`src/rtl/i2cm_stat_pkg.sv`:
```
package i2cm_stat_pkg;
  localparam int STAT_W = 16;

  // Status word bit positions (software decodes these)
  localparam int B_SCL    = 14;
  localparam int B_SDA    = 13;
  localparam int B_TXUF   = 12;
  localparam int B_MSTOP  = 11;
  localparam int B_LBUSY  = 10;
  localparam int B_RXOF   = 9;
  localparam int B_TCOMP  = 8;
  localparam int B_NACK   = 7;
  localparam int B_BUSY   = 6;
  localparam int B_ALOST  = 5;

  // Sticky flag bank indices
  localparam int F_TXUF  = 0;
  localparam int F_MSTOP = 1;
  localparam int F_RXOF  = 2;
  localparam int F_TCOMP = 3;
  localparam int F_NACK  = 4;
  localparam int F_ALOST = 5;
  localparam int NFLAG   = 6;

  typedef struct packed {
    logic scl;
    logic sda;
  } line_pair_t;

  localparam line_pair_t LINES_IDLE = '{scl: 1'b1, sda: 1'b1};
endpackage

```
`src/rtl/i2cm_line_sel.sv`:
```
module i2cm_line_sel
  import i2cm_stat_pkg::*;
#(
  parameter int STAGES = 1
) (
  input  logic       clk,
  input  logic       rst,
  input  logic       lpbk_en,
  input  line_pair_t pad,
  input  line_pair_t drv,
  output line_pair_t cur,
  output line_pair_t prev
);
  localparam int LAST = STAGES - 1;

  line_pair_t pipe [STAGES];
  line_pair_t sel;

  always_comb sel = lpbk_en ? drv : pad;

  always_ff @(posedge clk) begin
    if (rst) pipe[0] <= LINES_IDLE;
    else     pipe[0] <= sel;
  end

  for (genvar i = 1; i < STAGES; i++) begin : g_stage
    always_ff @(posedge clk) begin
      if (rst) pipe[i] <= LINES_IDLE;
      else     pipe[i] <= pipe[i-1];
    end
  end

  always_ff @(posedge clk) begin
    if (rst) prev <= LINES_IDLE;
    else     prev <= pipe[LAST];
  end

  assign cur = pipe[LAST];
endmodule

```
`src/rtl/i2cm_cond_det.sv`:
```
module i2cm_cond_det
  import i2cm_stat_pkg::*;
(
  input  line_pair_t cur,
  input  line_pair_t prev,
  output logic       start_det,
  output logic       stop_det
);
  logic scl_high;

  always_comb begin
    scl_high  = cur.scl & prev.scl;
    start_det = scl_high & prev.sda & ~cur.sda;
    stop_det  = scl_high & ~prev.sda & cur.sda;
  end
endmodule

```
`src/rtl/i2cm_flag_bank.sv`:
```
module i2cm_flag_bank #(
  parameter int N = 6
) (
  input  logic         clk,
  input  logic         rst,
  input  logic [N-1:0] set,
  input  logic         rd,
  output logic [N-1:0] q
);
  for (genvar i = 0; i < N; i++) begin : g_flag
    always_ff @(posedge clk) begin
      if (rst)         q[i] <= 1'b0;
      else if (set[i]) q[i] <= 1'b1;
      else if (rd)     q[i] <= 1'b0;
    end

    // a set in the read cycle survives the read
    a_r11_set_wins: assert property (@(posedge clk) disable iff (rst)
      set[i] |=> q[i]);
    // a flag holds until a read
    a_r9_sticky: assert property (@(posedge clk) disable iff (rst)
      (q[i] && !rd) |=> q[i]);
    a_r9_clear_on_read: assert property (@(posedge clk) disable iff (rst)
      (rd && !set[i]) |=> !q[i]);
  end
endmodule

```
`src/rtl/i2cm_status_mon.sv`:
```
module i2cm_status_mon
  import i2cm_stat_pkg::*;
#(
  parameter int LINE_STAGES = 1
) (
  input  logic              clk,
  input  logic              rst,
  input  logic              scl_in,
  input  logic              sda_in,
  input  logic              scl_out,
  input  logic              sda_out,
  input  logic              lpbk_en,
  input  logic              mst_en,
  input  logic              ev_own_stop,
  input  logic              ev_tx_dry,
  input  logic              ev_rx_full_wr,
  input  logic              ev_data_nack,
  input  logic              ev_arb_lost,
  input  logic              eng_busy,
  input  logic              ie_cmp,
  input  logic              ie_tx,
  input  logic              ie_nack,
  input  logic              ie_alost,
  input  logic              rd_stat,
  output logic [STAT_W-1:0] stat_word,
  output logic              irq
);
  line_pair_t        pad_l, drv_l, cur_l, prev_l;
  logic              start_det, stop_det;
  logic [NFLAG-1:0]  fl_set, fl_q, fl_ie;
  logic              line_busy_q, busy_q;

  assign pad_l = '{scl: scl_in,  sda: sda_in};
  assign drv_l = '{scl: scl_out, sda: sda_out};

  i2cm_line_sel #(.STAGES(LINE_STAGES)) u_lines (
    .clk(clk), .rst(rst), .lpbk_en(lpbk_en),
    .pad(pad_l), .drv(drv_l), .cur(cur_l), .prev(prev_l)
  );

  i2cm_cond_det u_cond (
    .cur(cur_l), .prev(prev_l),
    .start_det(start_det), .stop_det(stop_det)
  );

  always_comb begin
    fl_set          = '0;
    fl_set[F_TXUF]  = ev_tx_dry & ie_tx;
    fl_set[F_MSTOP] = ev_own_stop;
    fl_set[F_RXOF]  = ev_rx_full_wr;
    fl_set[F_TCOMP] = stop_det & mst_en;
    fl_set[F_NACK]  = ev_data_nack;
    fl_set[F_ALOST] = ev_arb_lost;
  end

  i2cm_flag_bank #(.N(NFLAG)) u_flags (
    .clk(clk), .rst(rst), .set(fl_set), .rd(rd_stat), .q(fl_q)
  );

  always_ff @(posedge clk) begin
    if (rst) begin
      line_busy_q <= 1'b0;
      busy_q      <= 1'b0;
    end else begin
      busy_q <= eng_busy;
      if (start_det)     line_busy_q <= 1'b1;
      else if (stop_det) line_busy_q <= 1'b0;
    end
  end

  always_comb begin
    stat_word          = '0;
    stat_word[B_SCL]   = cur_l.scl;
    stat_word[B_SDA]   = cur_l.sda;
    stat_word[B_TXUF]  = fl_q[F_TXUF];
    stat_word[B_MSTOP] = fl_q[F_MSTOP];
    stat_word[B_LBUSY] = line_busy_q;
    stat_word[B_RXOF]  = fl_q[F_RXOF];
    stat_word[B_TCOMP] = fl_q[F_TCOMP];
    stat_word[B_NACK]  = fl_q[F_NACK];
    stat_word[B_BUSY]  = busy_q;
    stat_word[B_ALOST] = fl_q[F_ALOST];
  end

  always_comb begin
    fl_ie          = '0;
    fl_ie[F_TXUF]  = ie_tx;
    fl_ie[F_TCOMP] = ie_cmp;
    fl_ie[F_NACK]  = ie_nack;
    fl_ie[F_ALOST] = ie_alost;
    irq            = |(fl_q & fl_ie);
  end

  // a START marks the line busy at the next edge
  a_r4_busy_on_start: assert property (@(posedge clk) disable iff (rst)
    start_det |=> stat_word[B_LBUSY]);
  a_r4_idle_on_stop: assert property (@(posedge clk) disable iff (rst)
    stop_det |=> !stat_word[B_LBUSY]);
  // completion only captured while enabled
  a_r5_tcomp_gated: assert property (@(posedge clk) disable iff (rst)
    $rose(stat_word[B_TCOMP]) |-> $past(mst_en));
  // own-stop flag only from the engine pulse
  a_r6_own_stop_src: assert property (@(posedge clk) disable iff (rst)
    $rose(stat_word[B_MSTOP]) |-> $past(ev_own_stop));
  // underflow only captured with its enable
  a_r7_txuf_gated: assert property (@(posedge clk) disable iff (rst)
    $rose(stat_word[B_TXUF]) |-> $past(ev_tx_dry && ie_tx));
  // busy bit follows the engine one clock later
  a_r10_busy_follow: assert property (@(posedge clk) disable iff (rst)
    eng_busy |=> stat_word[B_BUSY]);
endmodule

```
`config.mk`:
```
export PLATFORM = sky130hd
export DESIGN_NAME = i2cm_status_mon
export DESIGN_NICKNAME = d
export VERILOG_FILES = /design/src/rtl/i2cm_stat_pkg.sv /design/src/rtl/i2cm_line_sel.sv /design/src/rtl/i2cm_cond_det.sv /design/src/rtl/i2cm_flag_bank.sv /design/src/rtl/i2cm_status_mon.sv
export SDC_FILE = /design/constraint.sdc
export NUM_CORES = 1
export LEC_CHECK = 0
export ABC_AREA = 1
export BUFFER_PORTS_ARGS = -buffer_cell sky130_fd_sc_hd__buf_2
export CORE_UTILIZATION = 36
export DETAILED_ROUTE_END_ITERATION = 12
export GPL_TIMING_DRIVEN = 0
export HOLD_SLACK_MARGIN = 0.03
export PLACE_DENSITY = 0.72
export SLEW_MARGIN = 5
export SYNTH_ARGS = -nofsm -noshare
export SYNTH_HDL_FRONTEND = slang
export SYNTH_SLANG_ARGS = --single-unit
```
`constraint.sdc`:
```
create_clock -name clk -period 1.75 [get_ports clk]
set_clock_uncertainty 0.1 [all_clocks]
set_input_delay 0.175 -clock clk [delete_from_list [all_inputs] [get_ports clk]]
set_output_delay 0.175 -clock clk [all_outputs]
set_load 0.03 [all_outputs]
```
==> Yosys cells after proc, flatten, opt, wreduce, memory -nomap -nowiden <==
Memories as Yosys holds them, arrays and structs flattened.
Index checks and enable logic that the tools add are counted.
{ "word_totals": {"ff_bits": 10, "latchBits": 0, "ram_bits": 2, "rom_bits": 0, "output_inout_bits": 17, "elab_cells": 45, "memories": 1} }
{ "memory_table": {"columns": ["memory", "words", "width", "read_ports", "rd_clocked_by_memory_dff", "write_ports", "line", "text"], "rows": [
  ["u_lines.pipe", 1, 2, 1, 0, 1, "i2cm_line_sel.sv:16", "line_pair_t pipe [STAGES];"]
]} }
{ "classes": {"addsub": 0, "mul": 0, "div": 0, "magnitude_cmp": 0, "n_eq_ne": 0, "shifts": 0, "muxes": 15, "n_bitwise": 10, "reduce_logical": 9} }
{ "ops": {"columns": ["operator", "count"], "rows": [
  ["2-bit nonzero test", 7],
  ["1-bit 2-to-1 mux", 13],
  ["1-bit AND", 7],
  ["6-bit AND", 1],
  ["6-bit OR reduction", 1],
  ["2-bit 2-to-1 mux", 2],
  ["1-bit inverter", 2],
  ["2-bit OR reduction", 1]
]} }

==> Longest topological paths before layout <==
Gate-level depths: netlist of run 1.
An unclocked memory read counts as a cell.
{ "logic_depth": {"depth_word": 6, "depth_mapped": 5, "mapped_depth_nobuf": 5} }

==> By module <==
A second synthesis of run 1 with hierarchy kept.
{ "hier_totals": {"cells_unflattened": 76, "area_unflattened_um2": 530.5} }
{ "by_module_without_submodules": {"columns": ["module", "n_inst", "cells_per_inst", "area_per_inst_um2", "seq_area_each_um2"], "rows": [
  ["i2cm_flag_bank", 1, 25, 198.9, 120.1],
  ["i2cm_status_mon", 1, 30, 180.2, 40.0],
  ["i2cm_line_sel", 1, 14, 125.1, 80.1],
  ["i2cm_cond_det", 1, 7, 26.3, 0.0]
]} }

==> Worst setup path before layout of run 1 <==
No wires, ideal clock.
{ "synth_timing": {"path_type": "flip-flop to output port", "startpoint": "reg u_flags.q[4]", "endpoint": "out irq", "arrival_time_ns": 0.867, "required_time_ns": 1.475, "slack_ns": 0.608, "path_stages_with_launch": 3, "path_buffers": 0, "cell_sequence": "dfxtp_1 -> nand2_1 -> nand4_1"} }
{ "synth_via": {"elab_chain_cells": 2} }
{ "synth_lines": {"columns": ["item", "line", "text"], "rows": [
  ["start, declared", "i2cm_flag_bank.sv:8", "output logic [N-1:0] q"],
  ["start signal, assigned by index", "i2cm_flag_bank.sv:12", "if (rst) q[i] <= 1'b0;"],
  ["start signal, assigned by index", "i2cm_flag_bank.sv:13", "else if (set[i]) q[i] <= 1'b1;"],
  ["start signal, assigned by index", "i2cm_flag_bank.sv:14", "else if (rd) q[i] <= 1'b0;"],
  ["6-bit AND", "i2cm_status_mon.sv:91", "irq = |(fl_q & fl_ie);"],
  ["6-bit OR reduction", "i2cm_status_mon.sv:91", null],
  ["end, declared", "i2cm_status_mon.sv:26", "output logic irq"]
]} }
No other way between the ends.

==> Final worst setup path of run 1 <==
{ "layout_timing": {"startpoint": "in rst", "endpoint": "mem u_lines.pipe[0][1] (netlist name)"} }
{ "layout_via": {"elab_chain_cells": 3, "elab_cells_between_ends": 6, "cone_classes": "5 x mux; 1 x reduce/logical"} }
{ "layout_lines": {"columns": ["item", "line", "text"], "rows": [
  ["start, declared", "i2cm_status_mon.sv:7", "input logic rst,"],
  ["1-bit 2-to-1 mux (on tied branches)", "i2cm_line_sel.sv:23, i2cm_line_sel.sv:22", null],
  ["2-bit OR reduction (no line) / 1-bit 2-to-1 mux (equally long branches)", null, null],
  ["2-bit 2-to-1 mux (no line) / 1-bit 2-to-1 mux (equally long branches)", null, null],
  ["end, declared", "i2cm_line_sel.sv:16", null]
]} }
Parallel ways exist; a longest one is shown, timed or not.

==> run metrics, run 1 <==
pwr/cell area 754 mW/mm^2; worst reg2reg endpoint line_busy_q$_SDFFE_PP0P_; fin util 61.5%; drt pass-1 iters 4; worst skew pair latency 0.26 ns; P_sw 0.175 mW; DR WL met2 483 um; sequential power share 48.8%; Detail Route Antenna Nets 0; Combinational Power Share 25.5%; DIE AREA about 0.0016 sq mm; CTS buffer count 3; Worst R2R Start u_lines.pipe[0][0]$_SDFF_PP1_; CTS max path bufs 2; Max VDD drop 0.469 mV; clock slew at reported path FFs 0.07 ns; clk sink count 12; filler instances 126; GPL Wtd Cong 0.646; launch point of the worst hold path mst_en; Initial Util 38.7%; vias in the first global route 443; # diodes 0; CTS resizes 0; crit path capture type flip-flop; Hold Path End u_flags.q[3]$_SDFFE_PP0P_; setup TNS 0 ns; Startpoint Class input pin; met3 routed WL 88 um; total grt overflow 0; CP Max Fanout 9; area delta synth->final 58.8%; vias 515; CTS tree yes; Crit path required time roughly 1.8 ns; core area around 0.0013 sq mm; Rows 13; Top Layer Used met4; multi-input logic area 191 sq um; Setup Viol. Count Final 0; Finished Layout Cells approximately 120; post-DP HPWL between 700 and 800 um; flop2flop setup slack 0.91 ns; Seq/Total Area, Yosys roughly 47%; Die X 39.7 um; Layout Nets 130; initial drt markers 3; crit path time final around 1.5 ns; clock power share 25.6%; DR WL/cell 8.06 um; first-pass GRT wire length approximately 1.6 mm; CTS H-Tree Depth 1; Total Routing Usage GR 15.4%; final period utilization a little under 90%; unrepaired setup endpoints after global routing false; HP Class in -> reg; initial antenna violation count 0; Netlist cell types 16; max_cap viols 0; outcome complete, no violations; final WL 999 um; Synth Cell Area 510 sq um; routed metal-1 wirelength 417 um; Syn Inst Count 63; PortBufs 28; IO Pins 36; hold path cells 3; Int Power approximately 0.44 mW; Sw Ratio 28.6%; Achievable Freq around 660 MHz; Seq cells post-synth 12; root buffer cell clkbuf_4; count of final hold-check violations 0; critical path arrival about 1.6 ns; Sequential Area approximately 240 sq um; warnings from Yosys 0; Final Max Tran Viols 0; ratio of cells with drive above 1 in the final layout 44.0%; LEAKAGE about 0.43 nW; Avg Cell Area, Syn 8.10 sq um; Avg Vias per Cell 4.15; Placed Cells 111; path depth of the worst reg2reg path 5; CP Class in -> reg; Die Ht ~40 um; largest net degree at the start of global routing 10; # DRC 0
-- layout by cell type, fill, tap and decap left out, drive strengths merged --
master / instances
a21oi: 7
buf: 37
clkbuf: 3
conb: 6
dfxtp: 12
dlygate4sd3: 10
inv: 7
nand2: 15
nand3: 4
nand4: 1
nor2: 6
or2: 1
-- timing repair --
| item | CTS | global route |
|---|---|---|
| hold buffers | 10 | 0 |
| buffers inserted | 0 | 0 |
| hold endpoints to repair | 9 | 0 |
-- how the worst max path moves through the flow --
stage	startpoint	to	slack, ns	depth (start not counted)
after floorplan	u_flags.q[4]$_SDFFE_PP0P_	irq	0.61	2
after global placement	u_flags.q[3]$_SDFFE_PP0P_	irq	0.84	3
after detailed placement	u_flags.q[3]$_SDFFE_PP0P_	irq	0.79	3
after CTS	rst	u_lines.pipe[0][0]$_SDFF_PP1_	0.23	5
after global routing	rst	u_lines.pipe[0][1]$_SDFF_PP1_	0.17	5
final	rst	u_lines.pipe[0][1]$_SDFF_PP1_	0.23	5
-- metrics by stage --
| step | instance area [sq um] | hold WS, ns | total power [mW] | setup slack (ns) |
|---|---|---|---|---|
| 4_1_cts | 811 | 0.0616 | 0.621 | 0.228 |
| 3_3_place_gp | 688 | 0.277 | 0.440 | 0.836 |
| 5_1_grt | 811 | 0.0618 | 0.652 | 0.174 |
| 3_5_place_dp | 688 | 0.278 | 0.443 | 0.794 |
| 2_1_floorplan | 529 | 0.182 | 0.403 | 0.608 |
| 6_report | 811 | 0.0656 | 0.612 | 0.228 |
-- kinds of logic after synthesis --
logic type / after synthesis / synth area share (%)
AOI/OAI and AO/OA: 7 / 8.33
buffers and inverters: 16 / 19.1
DFF: 12 / 47.1
other: 1 / 0.735
and+or+nand+nor: 27 / 24.8
-- cells in the mapped netlist (all sizes together) --
cell / n / area (sq um)
conb: 1 / 3.75
dfxtp: 12 / 240
or2: 1 / 6.26
nor2: 6 / 30.0
nand2: 15 / 58.8
a21oi: 7 / 42.5
inv: 7 / 26.3
nand3: 4 / 25.0
nand4: 1 / 6.26
buf: 9 / 71.3
-- layout make-up --
| type | count | area share (%) |
|---|---|---|
| sequential | 12 | 29.6 |
| buffer | 9 | 8.80 |
| inverter | 7 | 3.24 |
| tap | 15 | 2.31 |
| clock buffer | 3 | 2.78 |
| timing repair buffer | 38 | 29.6 |
| multi-input combinational | 40 | 23.6 |
-- power groups by stage --
stage | sequential, mW | combinational, mW | clock (mW)
finish | 0.299 | 0.156 | 0.157
global route | 0.300 | 0.171 | 0.181
CTS | 0.298 | 0.157 | 0.165
detailed placement | 0.305 | 0.138 | 0
global placement | 0.304 | 0.136 | 0
floorplan | 0.326 | 0.0769 | 0
-- state kept, by name, indices dropped and copies added, names as in the netlist --
name and flops:
line_busy_q 1, u_lines.prev 2, busy_q 1, u_lines.pipe 2, u_flags.q 6
-- layer usage --
layer  vias to the layer above  global-route usage (%)
met5                         -                       0
met4                         0                    7.76
met3                         2                    5.68
met2                        31                    29.9
met1                       211                    13.1
li1                        271                       -
-- worst max-delay path, stage by stage --
cell	delay, ns
dlygate4sd3_1	0.55
buf_6	0.15
inv_2	0.08
nand3_1	0.07
dlygate4sd3_1	0.55
Note: power is estimated with default switching activity, not from simulation.
==> run 2: changes to the inputs <==
--- a/config.mk
+++ b/config.mk
@@ -12,6 +12,7 @@
 export GPL_TIMING_DRIVEN = 0
 export HOLD_SLACK_MARGIN = 0.03
 export PLACE_DENSITY = 0.72
+export SETUP_SLACK_MARGIN = 0.3
 export SLEW_MARGIN = 5
 export SYNTH_ARGS = -nofsm -noshare
 export SYNTH_HDL_FRONTEND = slang
==> run 2 against run 1 <==
Effect of this change: total power shrank 0.19%; critical path type is now reg -> out; final area is the same; non-clock buffer count unchanged; largest cell class unchanged; first-iteration DRC count did not move; critical endpoint is now irq.
==> run metrics, run 2 (synthesis results as in run 1) <==
max_cap viols 0; CP Class reg -> out; Rows 13; clk sink count 12; Startpoint Class flip-flop; area delta synth->final 58.8%; post-DP HPWL 743 um; critical path arrival ~0.96 ns; setup TNS 0 ns; outcome complete, no violations; number of flip-flops in the largest register 6; dpl cell area ~690 sq um; HP Class in -> reg; CP Max Fanout 3; LEAKAGE 0.433 nW; critical path depth 3; Total Routing Usage GR 15.8%; Crit path required time 1.47 ns; DR WL/cell 8.39 um; Overall Power 0.610 mW; largest net degree at the start of global routing 10; worst skew pair latency around 0.26 ns; Die X 39.7 um; Placed Cells 111; Detail Route Antenna Nets 0; initial antenna violation count 0; CP top delay family flip-flops; IO Pins 36; ratio of cells with drive above 1 in the final layout 44.0%; Max VDD drop 0.468 mV; first-pass GRT wire length ~1.6 mm; vias 517; vias in the first global route 449; DR WL met2 524 um; CTS H-Tree Depth 1; crit path cell chain nand2_1 > nand4_1 > buf_2; Top Registers u_flags.q: 6 flops, u_lines.pipe: 2 flops, u_lines.prev: 2 flops; final WL ~1.0 mm; clock slew at reported path FFs around 0.070 ns; DIE AREA 0.00157 sq mm; most frequent cells in the layout buf_2, nand2_1, dfxtp_1; Most flops, register u_flags.q; GPL Wtd Cong 0.646; most common cell after layout, fill and taps aside buf_2; PortBufs 28; initial drt markers 3; Layout Nets 130; post-route cell area 811 sq um; count of final hold-check violations 0; hold path cells 3; CTS max path bufs 2; Achievable Freq 810 MHz; unrepaired setup endpoints after global routing false; crit path capture type primary output; flop2flop setup slack 0.91 ns; CP bufs+invs 1; fin util 61.5%; total grt overflow 0; pwr/cell area 753 mW/mm^2; crit path time final 1.23 ns; # diodes 0; core area around 0.0013 sq mm; Post-CTS Setup Bufs 0; Final Max Tran Viols 0; CP max stage cell dfxtp_1; CTS resizes 0; Top Layer Used met4; Initial Util 38.7%; drt pass-1 iters 4; Die Ht 39.7 um; routed metal-1 wirelength between 400 and 500 um; hold_buf cts 10; Avg Vias per Cell around 4.2; met3 routed WL 89 um; Setup Viol. Count Final 0; CTS tree yes; root buffer cell clkbuf_4; path depth of the worst reg2reg path 5; Finished Layout Cells 124; # DRC 0; final period utilization 70.5%; Max stage delay on crit path 0.35 ns; CTS buffer count 3
## run 2: cell type report
class	count	area, sq um
Timing Repair Buffer	38	240
Clock buffer	3	22.5
Inverter	7	26.3
Multi-Input combinational cell	40	191
Buffer	9	71.3
Fill cell	123	507
Tap cell	15	18.8
Sequential cell	12	240
## run 2: final timing paths
| kind | from | endpoint |
|---|---|---|
| max | u_flags.q[3]$_SDFFE_PP0P_ | irq |
| min | lpbk_en | u_lines.pipe[0][1]$_SDFF_PP1_ |
| max reg2reg | u_lines.pipe[0][0]$_SDFF_PP1_ | line_busy_q$_SDFFE_PP0P_ |
| min reg2reg | line_busy_q$_SDFFE_PP0P_ | line_busy_q$_SDFFE_PP0P_ |
## run 2: through the flow
| stage | worst slack (ns) | hold WS (ns) |
|---|---|---|
| after floorplan | 0.608 | 0.182 |
| after global placement | 0.836 | 0.277 |
| after detailed placement | 0.794 | 0.278 |
| after CTS | 0.501 | 0.0509 |
| after global routing | 0.429 | 0.0528 |
| final | 0.516 | 0.0552 |
## run 2: tightest hold or removal path, cell delays in order
cell     delay, ns
buf_2         0.09
nand2_1       0.05
nand3_1       0.06
## run 2: power by group
group	leakage (nW)	switching (mW)	total (mW)	internal, mW
clock	0.0138	0.0770	0.156	0.0794
sequential	0.0996	0.00927	0.299	0.289
combinational	0.320	0.0886	0.155	0.0668
## run 2: routing by layer
| layer | global-route usage, % | vias up |
|---|---|---|
| met3 | 5.68 | 2 |
| met2 | 31.6 | 31 |
| met5 | 0 | - |
| met4 | 7.76 | 0 |
| li1 | - | 271 |
| met1 | 13.1 | 213 |
